<file path="src/rtl/npc_pkg.sv">
package npc_pkg;
  localparam int XFER_W = 4;

  typedef enum logic [XFER_W-1:0] {
    XF_NONE  = 4'd0,
    XF_BEQ   = 4'd1,
    XF_BNE   = 4'd2,
    XF_BGEZ  = 4'd3,
    XF_BLEZ  = 4'd4,
    XF_BLTZ  = 4'd5,
    XF_BGTZ  = 4'd6,
    XF_JDIR  = 4'd7,
    XF_JREG  = 4'd8,
    XF_JLDIR = 4'd9,
    XF_JLREG = 4'd10
  } xfer_e;

  function automatic logic is_branch(input logic [XFER_W-1:0] x);
    return (x >= XF_BEQ) && (x <= XF_BGTZ);
  endfunction

  function automatic logic is_jump(input logic [XFER_W-1:0] x);
    return (x >= XF_JDIR) && (x <= XF_JLREG);
  endfunction
endpackage

</file>
<file path="src/rtl/npc_cond.sv">
module npc_cond
  import npc_pkg::*;
#(
  parameter int W = 32
) (
  input  logic [XFER_W-1:0] xfer_i,
  input  logic [W-1:0]      a_i,
  input  logic [W-1:0]      b_i,
  output logic              cond_o
);
  logic eq, neg, zero;

  assign eq   = (a_i == b_i);
  assign neg  = a_i[W-1];
  assign zero = (a_i == '0);

  always_comb begin
    unique case (xfer_e'(xfer_i))
      XF_BEQ:  cond_o = eq;
      XF_BNE:  cond_o = !eq;
      XF_BGEZ: cond_o = !neg;
      XF_BLEZ: cond_o = neg || zero;
      XF_BLTZ: cond_o = neg;
      XF_BGTZ: cond_o = !neg && !zero;
      default: cond_o = 1'b0;
    endcase
  end
endmodule

</file>
<file path="src/rtl/npc_target.sv">
module npc_target #(
  parameter int W      = 32,
  parameter int DISP_W = 16,
  parameter int JT_W   = 26
) (
  input  logic [W-1:0]      pc_i,
  input  logic [DISP_W-1:0] disp_i,
  input  logic [JT_W-1:0]   jtgt_i,
  output logic [W-1:0]      seq_o,
  output logic [W-1:0]      br_tgt_o,
  output logic [W-1:0]      jdir_tgt_o
);
  localparam int EXT_W = W - DISP_W - 2;
  localparam int HI_W  = W - JT_W - 2;

  logic [W-1:0] disp_ext;

  assign seq_o      = pc_i + W'(4);
  assign disp_ext   = {{EXT_W{disp_i[DISP_W-1]}}, disp_i, 2'b00};
  assign br_tgt_o   = seq_o + disp_ext;
  assign jdir_tgt_o = {pc_i[W-1 -: HI_W], jtgt_i, 2'b00};
endmodule

</file>
<file path="src/rtl/npc_unit.sv">
module npc_unit
  import npc_pkg::*;
#(
  parameter int          W        = 32,
  parameter int          DISP_W   = 16,
  parameter int          JT_W     = 26,
  parameter bit          PC_REG   = 1'b0,
  parameter logic [31:0] RESET_PC = 32'hBFC0_0000
) (
  input  logic              clk_i,
  input  logic              rst_ni,
  input  logic [W-1:0]      pc_i,
  input  logic [XFER_W-1:0] xfer_i,
  input  logic [DISP_W-1:0] disp_i,
  input  logic [JT_W-1:0]   jtgt_i,
  input  logic [W-1:0]      rs_val_i,
  input  logic [W-1:0]      rt_val_i,
  output logic [W-1:0]      npc_o,
  output logic              taken_o,
  output logic              link_we_o,
  output logic [W-1:0]      link_val_o,
  output logic              addr_err_o
);
  localparam int HI_W = W - JT_W - 2;

  logic [W-1:0] seq, br_tgt, jdir_tgt, npc_comb;
  logic         cond_ok;
  xfer_e        xf;

  assign xf = xfer_e'(xfer_i);

  npc_cond #(.W(W)) u_cond (
    .xfer_i (xfer_i),
    .a_i    (rs_val_i),
    .b_i    (rt_val_i),
    .cond_o (cond_ok)
  );

  npc_target #(.W(W), .DISP_W(DISP_W), .JT_W(JT_W)) u_tgt (
    .pc_i       (pc_i),
    .disp_i     (disp_i),
    .jtgt_i     (jtgt_i),
    .seq_o      (seq),
    .br_tgt_o   (br_tgt),
    .jdir_tgt_o (jdir_tgt)
  );

  always_comb begin
    npc_comb = seq;
    unique case (xf)
      XF_JDIR, XF_JLDIR: npc_comb = jdir_tgt;
      XF_JREG, XF_JLREG: npc_comb = rs_val_i;
      default: if (is_branch(xfer_i) && cond_ok) npc_comb = br_tgt;
    endcase
  end

  assign taken_o    = is_jump(xfer_i) || (is_branch(xfer_i) && cond_ok);
  assign link_we_o  = (xf == XF_JLDIR) || (xf == XF_JLREG);
  assign link_val_o = seq;
  assign addr_err_o = ((xf == XF_JREG) || (xf == XF_JLREG)) && (rs_val_i[1:0] != 2'b00);

  generate
    if (PC_REG) begin : g_reg
      logic [W-1:0] pc_q;
      always_ff @(posedge clk_i or negedge rst_ni) begin
        if (!rst_ni) pc_q <= W'(RESET_PC);
        else         pc_q <= npc_comb;
      end
      assign npc_o = pc_q;

      p_reg_track_r11: assert property (@(posedge clk_i) disable iff (!rst_ni)
        $past(rst_ni) |-> npc_o == $past(npc_comb));
    end else begin : g_comb
      assign npc_o = npc_comb;
    end
  endgenerate

  p_seq_r3: assert property (@(posedge clk_i) disable iff (!rst_ni)
    !taken_o |-> npc_comb == pc_i + W'(4));

  p_jdir_r6: assert property (@(posedge clk_i) disable iff (!rst_ni)
    (xf == XF_JDIR || xf == XF_JLDIR) |->
      (npc_comb[W-1 -: HI_W] == pc_i[W-1 -: HI_W]) && (npc_comb[1:0] == 2'b00));

  p_link_r9: assert property (@(posedge clk_i) disable iff (!rst_ni)
    link_we_o |-> taken_o && (link_val_o == pc_i + W'(4)));

  p_err_r10: assert property (@(posedge clk_i) disable iff (!rst_ni)
    addr_err_o |-> taken_o && (npc_comb[1:0] != 2'b00));

  p_eq_r4: assert property (@(posedge clk_i) disable iff (!rst_ni)
    (xf == XF_BEQ && rs_val_i == rt_val_i) |-> taken_o);

  p_none_r1: assert property (@(posedge clk_i) disable iff (!rst_ni)
    (xfer_i == '0 || xfer_i > 4'd10) |-> !taken_o && !link_we_o && !addr_err_o);
endmodule

</file>
<file path="config.mk">
export PLATFORM = sky130hd
export DESIGN_NAME = npc_unit
export DESIGN_NICKNAME = d
export VERILOG_FILES = /design/src/rtl/npc_pkg.sv /design/src/rtl/npc_cond.sv /design/src/rtl/npc_target.sv /design/src/rtl/npc_unit.sv
export SDC_FILE = /design/constraint.sdc
export NUM_CORES = 1
export LEC_CHECK = 0
export BUFFER_PORTS_ARGS = -buffer_cell sky130_fd_sc_hd__buf_2
export CAP_MARGIN = 15
export CORE_AREA = 2 2 87 89
export DETAILED_ROUTE_END_ITERATION = 10
export DIE_AREA = 0 0 89 91
export PLACE_DENSITY = 0.88
export SYNTH_ARGS = -nofsm -noshare
export SYNTH_HDL_FRONTEND = slang
export SYNTH_SLANG_ARGS = --single-unit
</file>
<file path="constraint.sdc">
create_clock -name vclk -period 7.8
set_input_delay 0.78 -clock vclk [all_inputs]
set_output_delay 0.78 -clock vclk [all_outputs]
set_load 0.005 [all_outputs]
</file>
==> qor.yml <==
hp-start: "pc_i[0]"
postCtsSetupRepairBufs: 0
io_pins: 211
nets: 867
cp_top_family: "simple AND/OR/NAND/NOR gates"
path_class: "in -> out"
die_y_um: 91
num-fill-cells: 683
io_buffer_count: 209
drive_gt1_share_pct: 33.2
fmax_mhz: 188
placed_cells: 786
seqCellArea_sq_um: 0
p_leak_nw: 2.10
final_common_cell: "buf_2"
timing.final.ws_setup_ns: 2.48
path_cells: "buf_2, and3_1, and4_1, nand3_1, or2_1, nor2_1, xor2_1, ha_1, inv_1, o21bai_1, a21oi_1, o2111ai_1, and2_4, a41oi_2, xnor2_1, and3_1, o31ai_2, buf_2"
fin_cells: 786
hold_end: "link_val_o[0]"
syn_area_per_cell_sq_um: 6.83
fp.dieW_um: 89
seq_cells: 0
area.growth.synth_to_final_pct: 32.9
clock_buffers: 0
grt_max_degree: 48
via_per_inst: 6.01
die_area_sq_mm: 0.00810
synthCells: 496
fin_util_pct: 63.1
status: "finished, final reports clean"
cap_violations: 0
setup-tns-final_ns: 0
startpoint_type: "primary input"
globalplace.congestion: 1.10
layout_common_cells: "209 x buf_2, 69 x nand2_1, 68 x xnor2_1"
cts_resized: 0
wl_per_cell_um: 17.9
synth_nets: 674
tightest_slew_ns: 1.02
worstPathMaxFanout: 5
worst-path-buf-inv: 3
grt_usage_pct: 32.9
grt_pass1_wl_mm: 21.6
antenna_found_initial: 0
multi_input_area_sq_mm: 0.00325
totalWireLength_mm: 14.1
drc: 0
synth-warning-count: 0
hp-class: "in -> out"
rsz0062_at_grt: "no"
row_count: 31
drv_slew: 0
dp_slack_ns: 2.58
end_kind: "primary output"
period_needed_ns: 5.32
synth.distinct_cells: 61
yosysSeqAreaShare_pct: 0
relSlewSlack_pct: 32.3
place_hpwl_mm: 11.7
drt_iter0_drc: 307
hold_violations: 0
timing.hold.worst_path_depth: 2
first_pass_iters: 5
start_util_pct: 47.5
ctsHoldBuffers: 0
num_antenna_cells: 0
required_ns: 7.02
vdd_ir_drop_max_uv: 43.0
antenna_left: 0
cp_slowest_stage_delay_ns: 0.37
coreArea_sq_mm: 0.00714
grt-ovfl-total: 0
post-route-period-util_pct: 68.2
cellPowerDensity_mw_per_mm2: 75.1
synth_area_sq_mm: 0.00339
grt_pass1_vias: 4420
slowest_stage: "and4_1"
setup_viol: 0
fin_hold_ws_ns: 1.75
cp.arrival_ns: 4.54
vias: 4720
-- synthesized netlist by cell type, drive strengths merged (3+ instances only) --
library cell | number | area share [%]
ha | 33 | 12
o21ai | 32 | 4.9
o22ai | 3 | 0.55
o21a | 3 | 0.66
a221o | 3 | 0.89
a21o | 14 | 3.1
inv | 15 | 1.7
nand3 | 15 | 2.2
buf | 7 | 1.2
mux2i | 4 | 1.2
o21bai | 4 | 0.89
o211ai | 22 | 5.0
a211oi | 4 | 1.2
o2111ai | 4 | 1.0
a21oi | 32 | 5.2
a222oi | 4 | 1.2
a22oi | 21 | 4.7
a31oi | 4 | 0.92
a22o | 4 | 1.0
nor4 | 11 | 2.2
xnor2 | 68 | 18
and3 | 9 | 1.7
nand2 | 69 | 7.6
o41ai | 3 | 1.0
nor3 | 3 | 0.44
nor2 | 29 | 3.2
clkbuf | 14 | 1.6
nand4 | 18 | 3.3
xor2 | 16 | 4.1
and2 | 4 | 0.81
-- layout make-up --
class | instances | area share, %
Inverter | 15 | 1.25
Timing Repair Buffer | 212 | 23.7
Multi-Input combinational cell | 460 | 72.3
Tap cell | 99 | 2.75
-- routing by layer --
metal / up-vias / wire length, um / GRT usage, %
li1: 2260 / - / -
met1: 2169 / 5750 / 43.8
met2: 261 / 6660 / 55.8
met3: 30 / 1370 / 4.36
met4: 0 / 293 / 7.21
met5: - / 0 / 0
-- kinds of logic (layout without fill, tap and decap cells) --
group	count (synthesis)	in the layout	share of synthesized area, %
simple gates	169	169	23.8
compound gates	169	169	36.2
fa+ha+maj	34	34	12.8
buf+inv	36	227	4.39
xor+xnor	84	84	21.7
mux	4	4	1.18
-- where the power goes --
| group | internal, mW | leakage, nW | total (mW) | switching, mW |
|---|---|---|---|---|
| clock network | 0 | 0 | 0 | 0 |
| registers | 0 | 0 | 0 | 0 |
| logic | 0.151 | 2.10 | 0.338 | 0.187 |
| total | 0.151 | 2.10 | 0.338 | 0.187 |
-- worst max-delay path by stage --
stage / start / end / cells after the start
after global placement: pc_i[4] / npc_o[31] / 18
final: pc_i[4] / npc_o[31] / 18
after detailed placement: pc_i[4] / npc_o[31] / 18
after global routing: pc_i[4] / npc_o[31] / 18
after floorplan: pc_i[8] / npc_o[31] / 16
after CTS: pc_i[4] / npc_o[31] / 18
-- through the flow --
stage               total power, mW  cell area (sq um)
global route                  0.370               4500
global placement              0.324               4500
CTS                           0.333               4500
detailed placement            0.330               4500
finish                        0.338               4500
floorplan                     0.204               3390
Note: power is estimated with default switching activity, not from simulation.
